**config.mk**
```make
export PLATFORM = sky130hd
export DESIGN_NAME = flash_op_seq
export DESIGN_NICKNAME = d
export VERILOG_FILES = /design/src/rtl/flash_seq_pkg.sv /design/src/rtl/flash_seq_dp.sv /design/src/rtl/flash_seq_ctrl.sv /design/src/rtl/flash_op_seq.sv
export SDC_FILE = /design/constraint.sdc
export NUM_CORES = 1
export LEC_CHECK = 0
export CAP_MARGIN = 25
export CORE_MARGIN = 3
export CORE_UTILIZATION = 52
export DETAILED_ROUTE_END_ITERATION = 12
export PLACE_DENSITY_LB_ADDON = 0.15
export RECOVER_POWER = 50
export SLEW_MARGIN = 20
export SYNTH_ARGS = -nofsm -noshare
export SYNTH_HDL_FRONTEND = slang
export SYNTH_SLANG_ARGS = --single-unit
```
**constraint.sdc**
```tcl
create_clock -name clk -period 3.57 [get_ports clk]
set_clock_uncertainty 0.2 [all_clocks]
set_input_delay 0.357 -clock clk [delete_from_list [all_inputs] [get_ports clk]]
set_output_delay 0.357 -clock clk [all_outputs]
set_load 0.03 [all_outputs]
```
**src/rtl/flash_seq_pkg.sv**
```systemverilog
package flash_seq_pkg;
  // host operation codes
  localparam logic [2:0] OP_READ = 3'd0;
  localparam logic [2:0] OP_PROG = 3'd1;
  localparam logic [2:0] OP_SECT = 3'd2;
  localparam logic [2:0] OP_BLK  = 3'd3;
  localparam logic [2:0] OP_CHIP = 3'd4;

  // flash command bytes
  localparam logic [7:0] FC_STATUS = 8'h05;
  localparam logic [7:0] FC_WREN   = 8'h06;
  localparam logic [7:0] FC_READ   = 8'h03;
  localparam logic [7:0] FC_PROG   = 8'h02;
  localparam logic [7:0] FC_SECT   = 8'h20;
  localparam logic [7:0] FC_BLK    = 8'hD8;
  localparam logic [7:0] FC_CHIP   = 8'h60;

  localparam logic [15:0] ST_OK  = 16'h0000;
  localparam logic [15:0] ST_ERR = 16'hFFFF;
  localparam logic [15:0] ST_TMO = 16'hFFFE;

  // strobes from control to the serial datapath
  typedef struct packed {
    logic       load;
    logic       csSet;
    logic       csClr;
    logic [7:0] txByte;
  } dpCmd_t;
endpackage

```
**src/rtl/flash_seq_dp.sv**
```systemverilog
module flash_seq_dp
  import flash_seq_pkg::*;
#(
  parameter int CLK_DIV = 8
) (
  input  logic       clk,
  input  logic       rstN,
  input  dpCmd_t     cmd,
  output logic       idle,
  output logic       byteDone,
  output logic [7:0] rxByte,
  output logic       spiSclk,
  output logic       spiCsN,
  output logic       spiMosi,
  input  logic       spiMiso
);
  localparam int HALF = CLK_DIV / 2;
  localparam int DW   = $clog2(HALF + 1);
  localparam int GW   = $clog2(CLK_DIV + 1);

  logic [DW-1:0] divCnt;
  logic [GW-1:0] gapCnt;
  logic [2:0]    bitCnt;
  logic [7:0]    shReg;
  logic          busy;

  assign idle    = !busy && (gapCnt == '0);
  assign spiMosi = shReg[7];

  always_ff @(posedge clk or negedge rstN) begin
    if (!rstN) begin
      divCnt   <= '0;
      gapCnt   <= '0;
      bitCnt   <= '0;
      shReg    <= '0;
      rxByte   <= '0;
      busy     <= 1'b0;
      byteDone <= 1'b0;
      spiSclk  <= 1'b0;
      spiCsN   <= 1'b1;
    end else begin
      byteDone <= 1'b0;
      if (gapCnt != '0) gapCnt <= gapCnt - 1'b1;
      if (cmd.csClr) begin
        spiCsN <= 1'b1;
        gapCnt <= GW'(CLK_DIV);
      end
      if (cmd.load) begin
        shReg  <= cmd.txByte;
        busy   <= 1'b1;
        bitCnt <= '0;
        divCnt <= '0;
        if (cmd.csSet) spiCsN <= 1'b0;
      end else if (busy) begin
        if (divCnt == DW'(HALF - 1)) begin
          divCnt <= '0;
          if (!spiSclk) begin
            spiSclk <= 1'b1;
            rxByte  <= {rxByte[6:0], spiMiso};
          end else begin
            spiSclk <= 1'b0;
            shReg   <= {shReg[6:0], 1'b0};
            bitCnt  <= bitCnt + 1'b1;
            if (bitCnt == 3'd7) begin
              busy     <= 1'b0;
              byteDone <= 1'b1;
            end
          end
        end else begin
          divCnt <= divCnt + 1'b1;
        end
      end
    end
  end

  // cycles chip select has been high, for the gap check
  logic [GW:0] csHighCnt;
  always_ff @(posedge clk or negedge rstN) begin
    if (!rstN) csHighCnt <= (GW+1)'(CLK_DIV);
    else if (!spiCsN) csHighCnt <= '0;
    else if (csHighCnt != '1) csHighCnt <= csHighCnt + 1'b1;
  end


  sclk_low_when_deselected_chk: assert property (@(posedge clk) disable iff (!rstN)
    spiCsN |-> !spiSclk);

  cs_gap_chk: assert property (@(posedge clk) disable iff (!rstN)
    $fell(spiCsN) |-> csHighCnt >= (GW+1)'(CLK_DIV));

  load_when_idle_chk: assert property (@(posedge clk) disable iff (!rstN)
    cmd.load |-> idle);
endmodule

```
**src/rtl/flash_seq_ctrl.sv**
```systemverilog
module flash_seq_ctrl
  import flash_seq_pkg::*;
#(
  parameter int LEN_W          = 16,
  parameter int DEV_SIZE       = 524288,
  parameter int SECT_SIZE      = 4096,
  parameter int BLK_SIZE       = 65536,
  parameter int TIMEOUT_CYCLES = 125000000
) (
  input  logic             clk,
  input  logic             rstN,
  input  logic             reqValid,
  output logic             reqReady,
  input  logic [2:0]       reqOp,
  input  logic [23:0]      reqAddr,
  input  logic [LEN_W-1:0] reqLen,
  input  logic [7:0]       wrData,
  input  logic             wrValid,
  output logic             wrReady,
  output logic [7:0]       rdData,
  output logic             rdValid,
  input  logic             rdReady,
  output logic             doneValid,
  output logic [15:0]      doneStatus,
  output dpCmd_t           cmd,
  input  logic             dpIdle,
  input  logic             dpByteDone,
  input  logic [7:0]       dpRx
);
  localparam int IW = LEN_W + 3;
  localparam int TW = $clog2(TIMEOUT_CYCLES + 1);

  typedef enum logic [1:0] {PH_PRE, PH_WREN, PH_MAIN, PH_POST} phase_e;
  typedef enum logic [2:0] {S_IDLE, S_SEND, S_WAIT, S_RDOUT, S_ENDF, S_ZERO, S_DONE} state_e;

  state_e           state;
  phase_e           phase;
  logic [2:0]       op;
  logic [23:0]      addr;
  logic [LEN_W-1:0] len;
  logic [IW-1:0]    idx;
  logic [15:0]      status;
  logic [TW-1:0]    tmr;

  logic          isPoll, needWr, lastByte, rangeBad;
  logic [IW-1:0] frameLen;
  logic [7:0]    txSel, mainCode;
  logic [31:0]   reqAddr32;

  assign reqAddr32 = {8'd0, reqAddr};
  always_comb begin
    rangeBad = 1'b0;
    if (reqOp == OP_SECT)
      rangeBad = ((reqAddr32 & 32'(SECT_SIZE - 1)) != 0) || (reqAddr32 + 32'(SECT_SIZE) >= 32'(DEV_SIZE));
    else if (reqOp == OP_BLK)
      rangeBad = ((reqAddr32 & 32'(BLK_SIZE - 1)) != 0) || (reqAddr32 + 32'(BLK_SIZE) >= 32'(DEV_SIZE));
  end

  always_comb begin
    case (op)
      OP_READ: mainCode = FC_READ;
      OP_PROG: mainCode = FC_PROG;
      OP_SECT: mainCode = FC_SECT;
      OP_BLK:  mainCode = FC_BLK;
      default: mainCode = FC_CHIP;
    endcase
    isPoll = (phase == PH_PRE) || (phase == PH_POST);
    if (isPoll) frameLen = IW'(2);
    else if (phase == PH_WREN || op == OP_CHIP) frameLen = IW'(1);
    else if (op == OP_SECT || op == OP_BLK) frameLen = IW'(4);
    else frameLen = IW'(4) + IW'(len);
    lastByte = (idx == frameLen - 1'b1);
    needWr   = (phase == PH_MAIN) && (op == OP_PROG) && (idx >= IW'(4));
    if (isPoll) txSel = (idx == '0) ? FC_STATUS : 8'h00;
    else if (phase == PH_WREN) txSel = FC_WREN;
    else if (idx == '0) txSel = mainCode;
    else if (idx == IW'(1)) txSel = addr[23:16];
    else if (idx == IW'(2)) txSel = addr[15:8];
    else if (idx == IW'(3)) txSel = addr[7:0];
    else txSel = needWr ? wrData : 8'h00;
  end

  assign reqReady    = (state == S_IDLE);
  assign wrReady     = (state == S_SEND) && needWr && dpIdle;
  assign rdValid     = (state == S_RDOUT) || (state == S_ZERO);
  assign rdData      = (state == S_ZERO) ? 8'h00 : dpRx;
  assign doneValid   = (state == S_DONE);
  assign doneStatus  = status;
  assign cmd.load    = (state == S_SEND) && dpIdle && (!needWr || wrValid);
  assign cmd.csSet   = (idx == '0);
  assign cmd.csClr   = (state == S_ENDF);
  assign cmd.txByte  = txSel;

  always_ff @(posedge clk or negedge rstN) begin
    if (!rstN) begin
      state  <= S_IDLE;
      phase  <= PH_PRE;
      op     <= '0;
      addr   <= '0;
      len    <= '0;
      idx    <= '0;
      status <= ST_OK;
      tmr    <= '0;
    end else begin
      if (tmr != TW'(TIMEOUT_CYCLES)) tmr <= tmr + 1'b1;
      case (state)
        S_IDLE: if (reqValid) begin
          op    <= reqOp;
          addr  <= reqAddr;
          len   <= reqLen;
          idx   <= '0;
          tmr   <= '0;
          phase <= PH_PRE;
          if (reqOp > OP_CHIP || rangeBad) begin
            status <= ST_ERR;
            state  <= S_DONE;
          end else begin
            state <= S_SEND;
          end
        end
        S_SEND: if (cmd.load) state <= S_WAIT;
        S_WAIT: if (dpByteDone) begin
          if (phase == PH_MAIN && op == OP_READ && idx >= IW'(4)) state <= S_RDOUT;
          else if (lastByte) state <= S_ENDF;
          else begin
            idx   <= idx + 1'b1;
            state <= S_SEND;
          end
        end
        S_RDOUT: if (rdReady) begin
          if (lastByte) state <= S_ENDF;
          else begin
            idx   <= idx + 1'b1;
            state <= S_SEND;
          end
        end
        S_ENDF: begin
          idx   <= '0;
          state <= S_SEND;
          if (isPoll) begin
            if (dpRx[0]) begin
              if (tmr >= TW'(TIMEOUT_CYCLES)) begin
                status <= ST_TMO;
                state  <= (op == OP_READ && len != '0) ? S_ZERO : S_DONE;
              end
            end else if (phase == PH_PRE) begin
              phase <= (op == OP_READ) ? PH_MAIN : PH_WREN;
            end else begin
              status <= ST_OK;
              state  <= S_DONE;
            end
          end else if (phase == PH_WREN) begin
            phase <= PH_MAIN;
          end else if (op == OP_READ) begin
            status <= ST_OK;
            state  <= S_DONE;
          end else begin
            phase <= PH_POST;
            tmr   <= '0;
          end
        end
        S_ZERO: if (rdReady) begin
          len <= len - 1'b1;
          if (len == LEN_W'(1)) state <= S_DONE;
        end
        default: state <= S_IDLE;
      endcase
    end
  end


  bad_op_error_chk: assert property (@(posedge clk) disable iff (!rstN)
    (reqValid && reqReady && reqOp > OP_CHIP) |=> (doneValid && doneStatus == ST_ERR));

  done_pulse_chk: assert property (@(posedge clk) disable iff (!rstN)
    doneValid |=> !doneValid);

  rd_done_exclusive_chk: assert property (@(posedge clk) disable iff (!rstN)
    !(rdValid && doneValid));

  wr_only_in_program_chk: assert property (@(posedge clk) disable iff (!rstN)
    wrReady |-> (op == OP_PROG && phase == PH_MAIN));
endmodule

```
**src/rtl/flash_op_seq.sv**
```systemverilog
module flash_op_seq
  import flash_seq_pkg::*;
#(
  parameter int CLK_DIV        = 8,
  parameter int LEN_W          = 16,
  parameter int DEV_SIZE       = 524288,
  parameter int SECT_SIZE      = 4096,
  parameter int BLK_SIZE       = 65536,
  parameter int TIMEOUT_CYCLES = 125000000
) (
  input  logic             clk,
  input  logic             rstN,
  input  logic             reqValid,
  output logic             reqReady,
  input  logic [2:0]       reqOp,
  input  logic [23:0]      reqAddr,
  input  logic [LEN_W-1:0] reqLen,
  input  logic [7:0]       wrData,
  input  logic             wrValid,
  output logic             wrReady,
  output logic [7:0]       rdData,
  output logic             rdValid,
  input  logic             rdReady,
  output logic             doneValid,
  output logic [15:0]      doneStatus,
  output logic             spiSclk,
  output logic             spiCsN,
  output logic             spiMosi,
  input  logic             spiMiso
);
  dpCmd_t     cmd;
  logic       dpIdle, dpByteDone;
  logic [7:0] dpRx;

  flash_seq_ctrl #(
    .LEN_W(LEN_W), .DEV_SIZE(DEV_SIZE), .SECT_SIZE(SECT_SIZE),
    .BLK_SIZE(BLK_SIZE), .TIMEOUT_CYCLES(TIMEOUT_CYCLES)
  ) ctrl (
    .clk(clk), .rstN(rstN),
    .reqValid(reqValid), .reqReady(reqReady), .reqOp(reqOp), .reqAddr(reqAddr), .reqLen(reqLen),
    .wrData(wrData), .wrValid(wrValid), .wrReady(wrReady),
    .rdData(rdData), .rdValid(rdValid), .rdReady(rdReady),
    .doneValid(doneValid), .doneStatus(doneStatus),
    .cmd(cmd), .dpIdle(dpIdle), .dpByteDone(dpByteDone), .dpRx(dpRx)
  );

  flash_seq_dp #(.CLK_DIV(CLK_DIV)) dp (
    .clk(clk), .rstN(rstN), .cmd(cmd),
    .idle(dpIdle), .byteDone(dpByteDone), .rxByte(dpRx),
    .spiSclk(spiSclk), .spiCsN(spiCsN), .spiMosi(spiMosi), .spiMiso(spiMiso)
  );
endmodule

```
# Word level (Yosys, flattened, before mapping)
# Cells that the tools add are included.
[totals] regBits=140 inputBits=57
[op_classes] add_sub_neg=10 order_cmp=5 eq_ne=38 muxes=91 n_bitwise=2 n_reduce_logical=45
[op_table] op="16-bit 2-to-1 mux" n=10
[op_table] op="19-bit 2-to-1 mux" n=8
[op_table] op="27-bit 2-to-1 mux" n=5
[op_table] op="8-bit 2-to-1 mux" n=12
[op_table] op="19-bit case mux with 4 select lines" n=1
[op_table] op="3-bit 2-to-1 mux" n=23
[op_table] op="32-bit by 20-bit >= comparator with 1-bit output (second input constant)" n=2
[op_table] op="16-bit case mux with 2 select lines" n=2
[op_table] op="32-bit nonzero test" n=2
[op_table] op="27-bit case mux with 2 select lines" n=1
[op_table] op="19-bit by 2-bit equality test with 1-bit output (second input constant)" n=2
[op_table] op="8-bit case mux with 4 select lines" n=1
[op_table] op="27-bit by 1-bit adder with 27-bit output (second input constant)" n=1
[op_table] op="27-bit >= comparator (second input constant)" n=1
[op_table] op="27-bit != test (second input constant)" n=1
[op_table] op="24-bit by 13-bit adder with 25-bit output (second input constant)" n=1
[op_table] op="24-bit by 17-bit adder with 25-bit output (second input constant)" n=1
[op_table] op="3-bit by 2-bit equality test with 1-bit output (second input constant)" n=7
[op_table] op="19-bit by 1-bit adder with 19-bit output (second input constant)" n=1
[op_table] op="19-bit by 1-bit equality test with 1-bit output (second input constant)" n=1
[op_table] op="19-bit equality test" n=1
[op_table] op="19-bit by 3-bit >= comparator with 1-bit output (second input constant)" n=1
[op_table] op="19-bit logical NOT" n=1
[op_table] op="19-bit by 1-bit subtractor with 19-bit output (second input constant)" n=1
[op_table] op="38 further kinds" n=104

# Depth between registers and ports, before layout
# Gate-level depths: netlist (run 1).
[depth] word_depth=11 ltp_mapped=17

# Cells and area by module
# From an unflattened synthesis (run 1), not the netlist that was laid out.
[hier_totals] cells_unflattened=974 hier_area_um2=8488.1
[by_module_without_submodules] mod="flash_seq_ctrl" n_inst=1 cells_each=860 area_per_inst_um2=7100.6 seq_area_each_um2=2402.3
[by_module_without_submodules] mod="flash_seq_dp" n_inst=1 cells_each=114 area_per_inst_um2=1387.6 seq_area_each_um2=752.0

# Worst setup path before layout (run 1)
# Ideal clock, no wire load.
[synth_timing] kind="reg2reg" start="register ctrl.phase[0]" end="register ctrl.idx[5]" setup_ps=78 arrival_ps=3389 slack_ps=-97 path_stages_with_launch=18 n_path_buf=5 synth_period_minus_slack_ps=3667 cell_sequence="dfrtp_1 inv_1 ha_1 clkbuf_1 clkbuf_1 o41a_1 ha_1 and2_1 buf_2 nand4_1 nor3_1 xor2_1 nor4_1 and4_1 buf_6 clkbuf_1 o21ai_0 a21oi_1"
[synth_via] elab_chain_cells=10 word_cells_on_any_way=19 classes_between="1 x add/sub; 5 x eq/ne; 7 x mux; 6 x reduce/logical"
[synth_rtl] element="start, declared" line_no="flash_seq_ctrl.sv:37" rtl="phase_e phase;"
[synth_rtl] element="start signal, assigned" line_no="flash_seq_ctrl.sv:147" rtl="phase <= (op == OP_READ) ? PH_MAIN : PH_WREN;"
[synth_rtl] element="2-bit by 1-bit equality test with 1-bit output" line_no="flash_seq_ctrl.sv:69" rtl="else if (phase == PH_WREN || op == OP_CHIP) frameLen = IW'(1);"
[synth_rtl] element="1-bit logical OR" line_no="flash_seq_ctrl.sv:69"
[synth_rtl] element="19-bit 2-to-1 mux" line_no="flash_seq_ctrl.sv:69"
[synth_rtl] element="19-bit 2-to-1 mux" line_no="flash_seq_ctrl.sv:68" rtl="if (isPoll) frameLen = IW'(2);"
[synth_rtl] element="19-bit by 1-bit subtractor with 19-bit output" line_no="flash_seq_ctrl.sv:72" rtl="lastByte = (idx == frameLen - 1'b1);"
[synth_rtl] element="19-bit equality test" line_no="flash_seq_ctrl.sv:72"
[synth_rtl] element="19-bit 2-to-1 mux (3 in series)"
[synth_rtl] element="19-bit case mux with 4 select lines"
[synth_rtl] element="end signal, assigned" line_no="flash_seq_ctrl.sv:126" rtl="idx <= idx + 1'b1;"
[synth_rtl] element="end signal, assigned" line_no="flash_seq_ctrl.sv:133" rtl="idx <= idx + 1'b1;"
[synth_rtl] element="end, declared" line_no="flash_seq_ctrl.sv:41" rtl="logic [IW-1:0] idx;"
# Several ways; a longest one is shown, not always the timed one. The select of a mux whose other input is x is not followed.
# A chain may end at the register's enable or synchronous reset.

# Worst setup path in the final report (run 1)
[layout_timing] start="register ctrl.len[2]" end="register ctrl.idx[7]"
[layout_via] elab_chain_cells=10 word_cells_on_any_way=11 classes_between="2 x add/sub; 1 x eq/ne; 8 x mux"
[layout_rtl] element="start, declared" line_no="flash_seq_ctrl.sv:40" rtl="logic [LEN_W-1:0] len;"
[layout_rtl] element="start signal, assigned" line_no="flash_seq_ctrl.sv:110" rtl="len <= reqLen;"
[layout_rtl] element="start signal, assigned" line_no="flash_seq_ctrl.sv:163" rtl="len <= len - 1'b1;"
[layout_rtl] element="3-bit by 16-bit adder with 17-bit output *" line_no="flash_seq_ctrl.sv:71" rtl="else frameLen = IW'(4) + IW'(len);"
[layout_rtl] element="19-bit 2-to-1 mux *" line_no="flash_seq_ctrl.sv:70" rtl="else if (op == OP_SECT || op == OP_BLK) frameLen = IW'(4);"
[layout_rtl] element="19-bit 2-to-1 mux *" line_no="flash_seq_ctrl.sv:69"
[layout_rtl] element="19-bit 2-to-1 mux *" line_no="flash_seq_ctrl.sv:68"
[layout_rtl] element="19-bit by 1-bit subtractor with 19-bit output *" line_no="flash_seq_ctrl.sv:72"
[layout_rtl] element="19-bit equality test *" line_no="flash_seq_ctrl.sv:72"
[layout_rtl] element="19-bit 2-to-1 mux *"
[layout_rtl] element="19-bit 2-to-1 mux (2 in series)"
[layout_rtl] element="19-bit case mux with 4 select lines *"
# Mark *: on every way between the ends. The rest lies on a longest branch, timed or not. The select of a mux whose other input is x is not followed.

==> results of run 1 <==
==> where the power goes <==
group          internal [mW]  switching (mW)
clock                  0.998           0.666
sequential              1.88           0.456
combinational           1.88            2.48
==> timing repair <==
action,4_1_cts,5_1_grt
hold buffers,1,0
buffers inserted,0,14
gates resized for setup,11,80
pin swaps,0,32
cloned,0,5
hold endpoints to repair,57,0
setup endpoints to repair,19,21
==> layer usage <==
layer  wire length [um]  up-vias  track usage, %  share of wire (%)
met2              12100      258            43.3                 49
met3               1220       30            4.53                5.0
met4                421        0            6.86                1.7
li1                   -     3991               -                  -
met5                  0        -               0                  0
met1              10700     3971            36.7                 44
==> final cells by class <==
class / instances / area (um^2) / area share, %
inverters: 29 / 109 / 0.985
clock inverters: 12 / 114 / 1.03
well taps: 216 / 270 / 2.44
repair buffers: 184 / 1690 / 15.3
clock buffers: 20 / 457 / 4.13
multi-input cells: 813 / 5260 / 47.5
flip-flops and latches: 126 / 3160 / 28.6
==> worst reg2reg max path, stage by stage (launching register included) <==
cell,delay [ns]
dfrtp_1,0.40
buf_6,0.14
ha_4,0.17
buf_6,0.13
xor2_2,0.14
or3_4,0.34
o311ai_4,0.11
nand4_1,0.30
buf_4,0.24
a32o_1,0.25
and3_1,0.16
and4_4,0.20
buf_12,0.15
or4_1,0.49
a21oi_1,0.13
==> how the worst min path moves through the flow <==
stage,to,from,cells after the start
CTS,ctrl.addr[2]$_DFFE_PN0P_,ctrl.addr[2]$_DFFE_PN0P_,2
global placement,ctrl.addr[12]$_DFFE_PN0P_,ctrl.addr[12]$_DFFE_PN0P_,2
finish,ctrl.addr[11]$_DFFE_PN0P_,ctrl.addr[11]$_DFFE_PN0P_,2
floorplan,ctrl.addr[0]$_DFFE_PN0P_,rstN,0
global route,ctrl.addr[10]$_DFFE_PN0P_,ctrl.addr[10]$_DFFE_PN0P_,2
detailed placement,ctrl.addr[2]$_DFFE_PN0P_,ctrl.addr[2]$_DFFE_PN0P_,2
==> synth_stat cells, drive strengths merged, types with 24 or more instances <==
cell    number
o21ai       78
nand2      150
clkbuf      49
nor4        24
or3         29
xnor2       30
nand3       33
nor3        31
dfrtp      125
a21oi       79
inv         29
buf         28
nor2        97
==> registers in the layout, summed over array words and instances (netlist names), 2 cells and up <==
| name | cells |
|---|---|
| ctrl.tmr | 27 |
| ctrl.addr | 24 |
| ctrl.idx | 19 |
| ctrl.len | 16 |
| dp.rxByte | 8 |
| dp.shReg | 8 |
| dp.gapCnt | 4 |
| ctrl.op | 3 |
| ctrl.state | 3 |
| dp.bitCnt | 3 |
| dp.divCnt | 3 |
| ctrl.doneStatus | 2 |
| ctrl.phase | 2 |
==> cell families after synthesis <==
group	count (synthesis)	synth area share [%]
xor gates and xnor gates	49	5.06
adders and majority gates	21	3.10
and+or+nand+nor	469	27.6
AOI/OAI and AO/OA	253	18.7
muxes	21	2.60
DFF	126	37.2
buffers and inverters	106	5.71
==> results.md, run 1 <==
- Run status: complete, but fails checks
- Failing checks: negative setup slack
- Initial Util: 53.2%
- FILL cells: 1,318
- Final design utilization: 69.3%
- Placed insts: 1,349
- CP bufs+invs: 4
- Clock Sinks: 126
- Root buf cell: clkbuf_16
- # IOs: 88
- Syn_nets: 1,123
- Critical Path Stages: 14
- # diodes: 0
- Post-synthesis async set-or-reset flop share: 100%
- Die Y: 134 um
- Clock Pin Slew Worst Setup and Hold Paths: 0.06 ns
- Vias: 8,250
- Pre-antenna DRT Iters: 7
- Number of I/O port buffers: 87
- Drc violations: 0
- R2R depth: 14
- Die span in x: 134 um
- H-Tree Depth: 4
- Worst setup margin: -0.0522 ns
- Placed Area: 9860 um^2
- Max_slew headroom: 1.56%
- Site Rows: 46
- Commonest non-fill, non-tap cell in the layout: nand2_1
- Pwr Density: 756 nW/um^2
- DP HPWL: 16.8 mm
- CP Launch Type: flip-flop
- Power, Total: 8.36 mW
- Critical path launch point: ctrl.len[2]$_DFFE_PN0P_
- Final wirelength: 24.5 mm
- Area contributors post-synth: dfrtp_1, nand2_1, a21oi_1, o21ai_0, nor2_1
- Setup slack at placement: -0.106 ns
- Crit-path max cell delay: 0.49 ns
- P&R area growth vs syn: 30.4%
- Cell variety after synth: 76
- Post-synth top area share: 36.9%
- Cell Area, Synth: 8480 um^2
- Core ar.: 15,900 um^2
- DRT iter0 DRCs: 765
- Warnings, synthesis: 0
- Worst R2R Start: ctrl.len[2]$_DFFE_PN0P_
- Max Clk Rate: 276 MHz
- EDFF count, synth: 0
- Seq/Total Area, Yosys: 37.2%
- Initial antenna violation count: 0
- Setup violations, final: 3
- Required @ worst endpoint: 3.70 ns
- Critical Path AT: 3.76 ns
- Max Slew Vio Count: 0
- Syn Area/Cell: 8.11 um^2
- Die Area: 17,900 um^2
- Crit path max-delay cell type: or4_1
- Layout cell share with drive strength beyond 1: 17.9%
- Largest net degree at the start of global routing: 70
- Routed length per instance: 17.5 um
- Yosys reg bits: 126
- Crit end category: flip-flop
- Fin nets: 1,249
- Crit-path max FO: 6
- Most frequent cells in the layout: nand2_1, dfrtp_1, nor2_1, clkdlybuf4s50_1, buf_4
- ANT nets after route: 0
- Hold WC Path Type: reg -> reg
- RSZ-0062 raised after global routing: yes
- Crit Path Category: reg -> reg
- Reg2reg end: ctrl.idx[7]$_DFFE_PN0P_
- Total track usage: 26.5%
- Global route total overflow: 0
- Slew of the pin with the lowest slew margin: 1.48 ns
- Peak supply drop: 0.000696 V
- Worst-Skew Late Latency: 0.42 ns
- CP cell instances: buf_6 > ha_4 > buf_6 > xor2_2 > or3_4 > o311ai_4 > nand4_1 > buf_4 > a32o_1 > and3_1 > and4_4 > buf_12 > or4_1 > a21oi_1
- CTS max path bufs: 2
- Vias per Instance: 5.89
- Reported max-cap violation count: 0
- Post-Synthesis Cells: 1,045
- First-pass GRT wire length: 38.6 mm
- Vias in the first global route: 7,753
- CTS tree: yes
- Design Area, Final: 11,100 um^2
- Fin Hold WS: 0.275 ns
- Final setup TNS: -0.0599 ns
- Fin cells: 1,400
- Critical Path Most Common Cell: buf_6
- R2R Setup Slk: -0.05 ns
- Leak: 4.60 nW
- Final Critical Period: 3.62 ns
- Ys flop type: dfrtp_1
- Setup crit end: ctrl.idx[7]$_DFFE_PN0P_
- Gp weighted congestion: 0.938
- Crit-path leading delay family: simple AND/OR/NAND/NOR gates
- Final Hold Fails: 0
- Area leader, netlist: dfrtp_1
- Period utilisation layout: 101%
- Cts bufs inserted: 17
(Power assumes the default switching activity.)
==> run 2, diff against run 1 <==
--- a/config.mk
+++ b/config.mk
@@ -6,9 +6,11 @@
 export NUM_CORES = 1
 export LEC_CHECK = 0
 export CAP_MARGIN = 25
+export CORE_ASPECT_RATIO = 0.8
 export CORE_MARGIN = 3
 export CORE_UTILIZATION = 52
 export DETAILED_ROUTE_END_ITERATION = 12
+export HOLD_SLACK_MARGIN = 0.05
 export PLACE_DENSITY_LB_ADDON = 0.15
 export RECOVER_POWER = 50
 export SLEW_MARGIN = 20
==> results.md, run 2 (synthesis gave the netlist of run 1 again) <==
- Most frequent cells in the layout: nand2_1, dfrtp_1, nor2_1, clkdlybuf4s50_1, a21oi_1 (was nand2_1, dfrtp_1, nor2_1, clkdlybuf4s50_1, buf_4)
- Clock power share: 22.1% (was 19.9%)
- Crit-path max FO: 6 (unchanged)
- Critical Path AT: 3.70 ns (was 3.76 ns)
- Reported max-cap violation count: 0 (unchanged)
- Final wirelength: 23.3 mm (was 24.5 mm)
- Die Y: 120 um (was 134 um)
- Vias in the first global route: 7,425 (was 7,753)
- Comb power frac: 49.8% (was 52.1%)
- Vias per Instance: 5.91 (was 5.89)
- Worst-Skew Late Latency: 0.43 ns (was 0.42 ns)
- Busiest grt layer: met1 (was met2)
- Run status: finished, final reports clean (was complete, but fails checks)
- Max reg flops: 27 (unchanged)
- ANT nets after route: 0 (unchanged)
- Final Critical Period: 3.56 ns (was 3.62 ns)
- DP HPWL: 17.0 mm (was 16.8 mm)
- Pre-antenna DRT Iters: 7 (unchanged)
- Crit-path leading delay family: simple AND/OR/NAND/NOR gates (unchanged)
- Pwr Density: 768 nW/um^2 (was 756 nW/um^2)
- Die Area: 17,900 um^2 (about the same)
- CP Launch Type: flip-flop (unchanged)
- Met3 Usage GRT: 5.28% (was 4.53%)
- CTS max path bufs: 2 (unchanged)
- Sequential power share: 28.1% (was 28.0%)
- Internal: 4.72 mW (was 4.76 mW)
- Commonest non-fill, non-tap cell in the layout: nand2_1 (unchanged)
- First-pass GRT wire length: 37.8 mm (was 38.6 mm)
- Max Slew Vio Count: 0 (unchanged)
- Met1 Resource Use GR: 41.0% (was 36.7%)
- Initial antenna violation count: 0 (unchanged)
- Crit Path Category: reg -> reg (unchanged)
- Cts bufs inserted: 17 (unchanged)
- Gp weighted congestion: 0.989 (was 0.938)
- H-Tree Depth: 4 (unchanged)
- Crit end category: flip-flop (unchanged)
- Global route total overflow: 0 (unchanged)
- Switching pwr: 3.43 mW (was 3.60 mW)
- Slew of the pin with the lowest slew margin: 1.40 ns (was 1.48 ns)
- Final Hold Fails: 0 (unchanged)
- Crit-path max cell delay: 0.46 ns (was 0.49 ns)
- CTS tree: yes (unchanged)
- Number of I/O port buffers: 87 (unchanged)
- P&R area growth vs syn: 25.1% (was 30.4%)
- Site Rows: 41 (was 46)
- Final setup TNS: 0 ns (was -0.0599 ns)
- Clock Sinks: 126 (unchanged)
- Setup violations, final: 0 (was 3)
- Initial Util: 53.5% (was 53.2%)
- Final design utilization: 66.9% (was 69.3%)
- Vias: 8,154 (was 8,250)
- Max Clk Rate: 281 MHz (was 276 MHz)
- Max_slew headroom: 6.55% (was 1.56%)
- Placed insts: 1,341 (was 1,349)
- Required @ worst endpoint: 3.70 ns (about the same)
- Clock Pin Slew Worst Setup and Hold Paths: 0.06 ns (about the same)
- CP cell instances: inv_2 > ha_4 > nand2b_4 > buf_6 > nor4_1 > mux2i_2 > buf_4 > xor2_1 > xnor2_1 > a32o_1 > and3_4 > and4_4 > buf_6 > or4_1 > a21oi_1 (was buf_6 > ha_4 > buf_6 > xor2_2 > or3_4 > o311ai_4 > nand4_1 > buf_4 > a32o_1 > and3_1 > and4_4 > buf_12 > or4_1 > a21oi_1)
- Critical Path Most Common Cell: buf_6 (unchanged)
- Root buf cell: clkbuf_16 (unchanged)
- Period utilisation layout: 99.8% (was 101%)
- Switch share: 42.1% (was 43.1%)
- Largest net degree at the start of global routing: 79 (was 70)
- Drc violations: 0 (unchanged)
- CP bufs+invs: 4 (unchanged)
- Top reg by flops: ctrl.tmr (unchanged)
- Hold WC Path Type: in -> reg (was reg -> reg)
- # IOs: 88 (unchanged)
- Fin cells: 1,380 (was 1,400)
- # diodes: 0 (unchanged)
- RSZ-0062 raised after global routing: yes (unchanged)
- DRT iter0 DRCs: 712 (was 765)
- Routed length per instance: 16.9 um (was 17.5 um)
- Die span in x: 149 um (was 134 um)
- Peak supply drop: 0.000377 V (was 0.000696 V)
- Layout cell share with drive strength beyond 1: 13.5% (was 17.9%)
- Biggest regs: ctrl.tmr x27, ctrl.addr x24, ctrl.idx x19 (unchanged)
- Core ar.: 15,900 um^2 (about the same)
- Fin nets: 1,230 (was 1,249)
- Total track usage: 26.1% (was 26.5%)
- Grt met2 use: 36.6% (was 43.3%)
- Leak: 4.48 nW (was 4.60 nW)
- Crit path max-delay cell type: or4_1 (unchanged)
[run 2: worst register-to-register path: stages, from the launching register on]
cell and delay [ns]:
dfrtp_1 0.38, inv_2 0.07, ha_4 0.30, nand2b_4 0.06
buf_6 0.13, nor4_1 0.33, mux2i_2 0.14, buf_4 0.16
xor2_1 0.28, xnor2_1 0.13, a32o_1 0.24, and3_4 0.16
and4_4 0.19, buf_6 0.13, or4_1 0.46, a21oi_1 0.14
[run 2: metrics by stage]
| stage | hold slack (ns) | setup slack [ns] | area (um^2) | power [mW] |
|---|---|---|---|---|
| after floorplan | -0.139 | 0.0178 | 8480 | 4.82 |
| after global placement | 0.0953 | 0.0295 | 9800 | 6.02 |
| after detailed placement | 0.0965 | -0.0889 | 9800 | 6.10 |
| after CTS | 0.193 | 0.0113 | 10500 | 7.96 |
| after global routing | 0.298 | -0.110 | 10600 | 8.68 |
| final | 0.266 | 0.00819 | 10600 | 8.15 |
[run 2: area by class of cell]
class,count,area (um^2)
multi-input combinational,813,5000
timing repair buffer,165,1460
tap,215,269
fill,1320,5250
inverter,29,109
clock buffer,23,488
clock inverter,9,133
sequential,126,3150
[run 2: what timing repair did]
action,CTS,global route
gates cloned,0,1
buffers inserted,1,3
hold endpoints to repair,24,0
endpoints found under the setup margin,3,21
gates resized for setup,4,31
pin swaps,2,13
hold buffers,1,0
[run 2: power groups by stage]
| stage | Combinational (mW) | Clock, mW | Sequential, mW |
|---|---|---|---|
| global placement | 3.74 | 0 | 2.28 |
| finish | 4.06 | 1.80 | 2.29 |
| CTS | 3.84 | 1.83 | 2.28 |
| detailed placement | 3.80 | 0 | 2.30 |
| floorplan | 2.61 | 0 | 2.21 |
| global route | 4.44 | 1.89 | 2.35 |
[run 2: layer usage]
metal / vias up / part of all wire (%)
met4: 0 / 1.5
met1: 3837 / 49
li1: 3939 / -
met2: 349 / 42
met3: 29 / 7.5
met5: - / 0
[run 2: path summary, 6_finish.rpt]
path | from | endpoint | slack [ns] | cells after the start
worst max-delay path | ctrl.phase[0]$_DFFE_PN0P_ | ctrl.idx[7]$_DFFE_PN0P_ | 0.008 | 15
worst min-delay path | reqLen[0] | ctrl.len[0]$_DFFE_PN0P_ | 0.27 | 3
worst min register to register | ctrl.addr[11]$_DFFE_PN0P_ | ctrl.addr[11]$_DFFE_PN0P_ | 0.27 | 2
min in group asynchronous | rstN | ctrl.idx[13]$_DFFE_PN0P_ | 0.60 | 2
max in group asynchronous | rstN | ctrl.op[2]$_DFFE_PN0P_ | 0.73 | 3
worst max register to register | ctrl.phase[0]$_DFFE_PN0P_ | ctrl.idx[7]$_DFFE_PN0P_ | 0.008 | 15
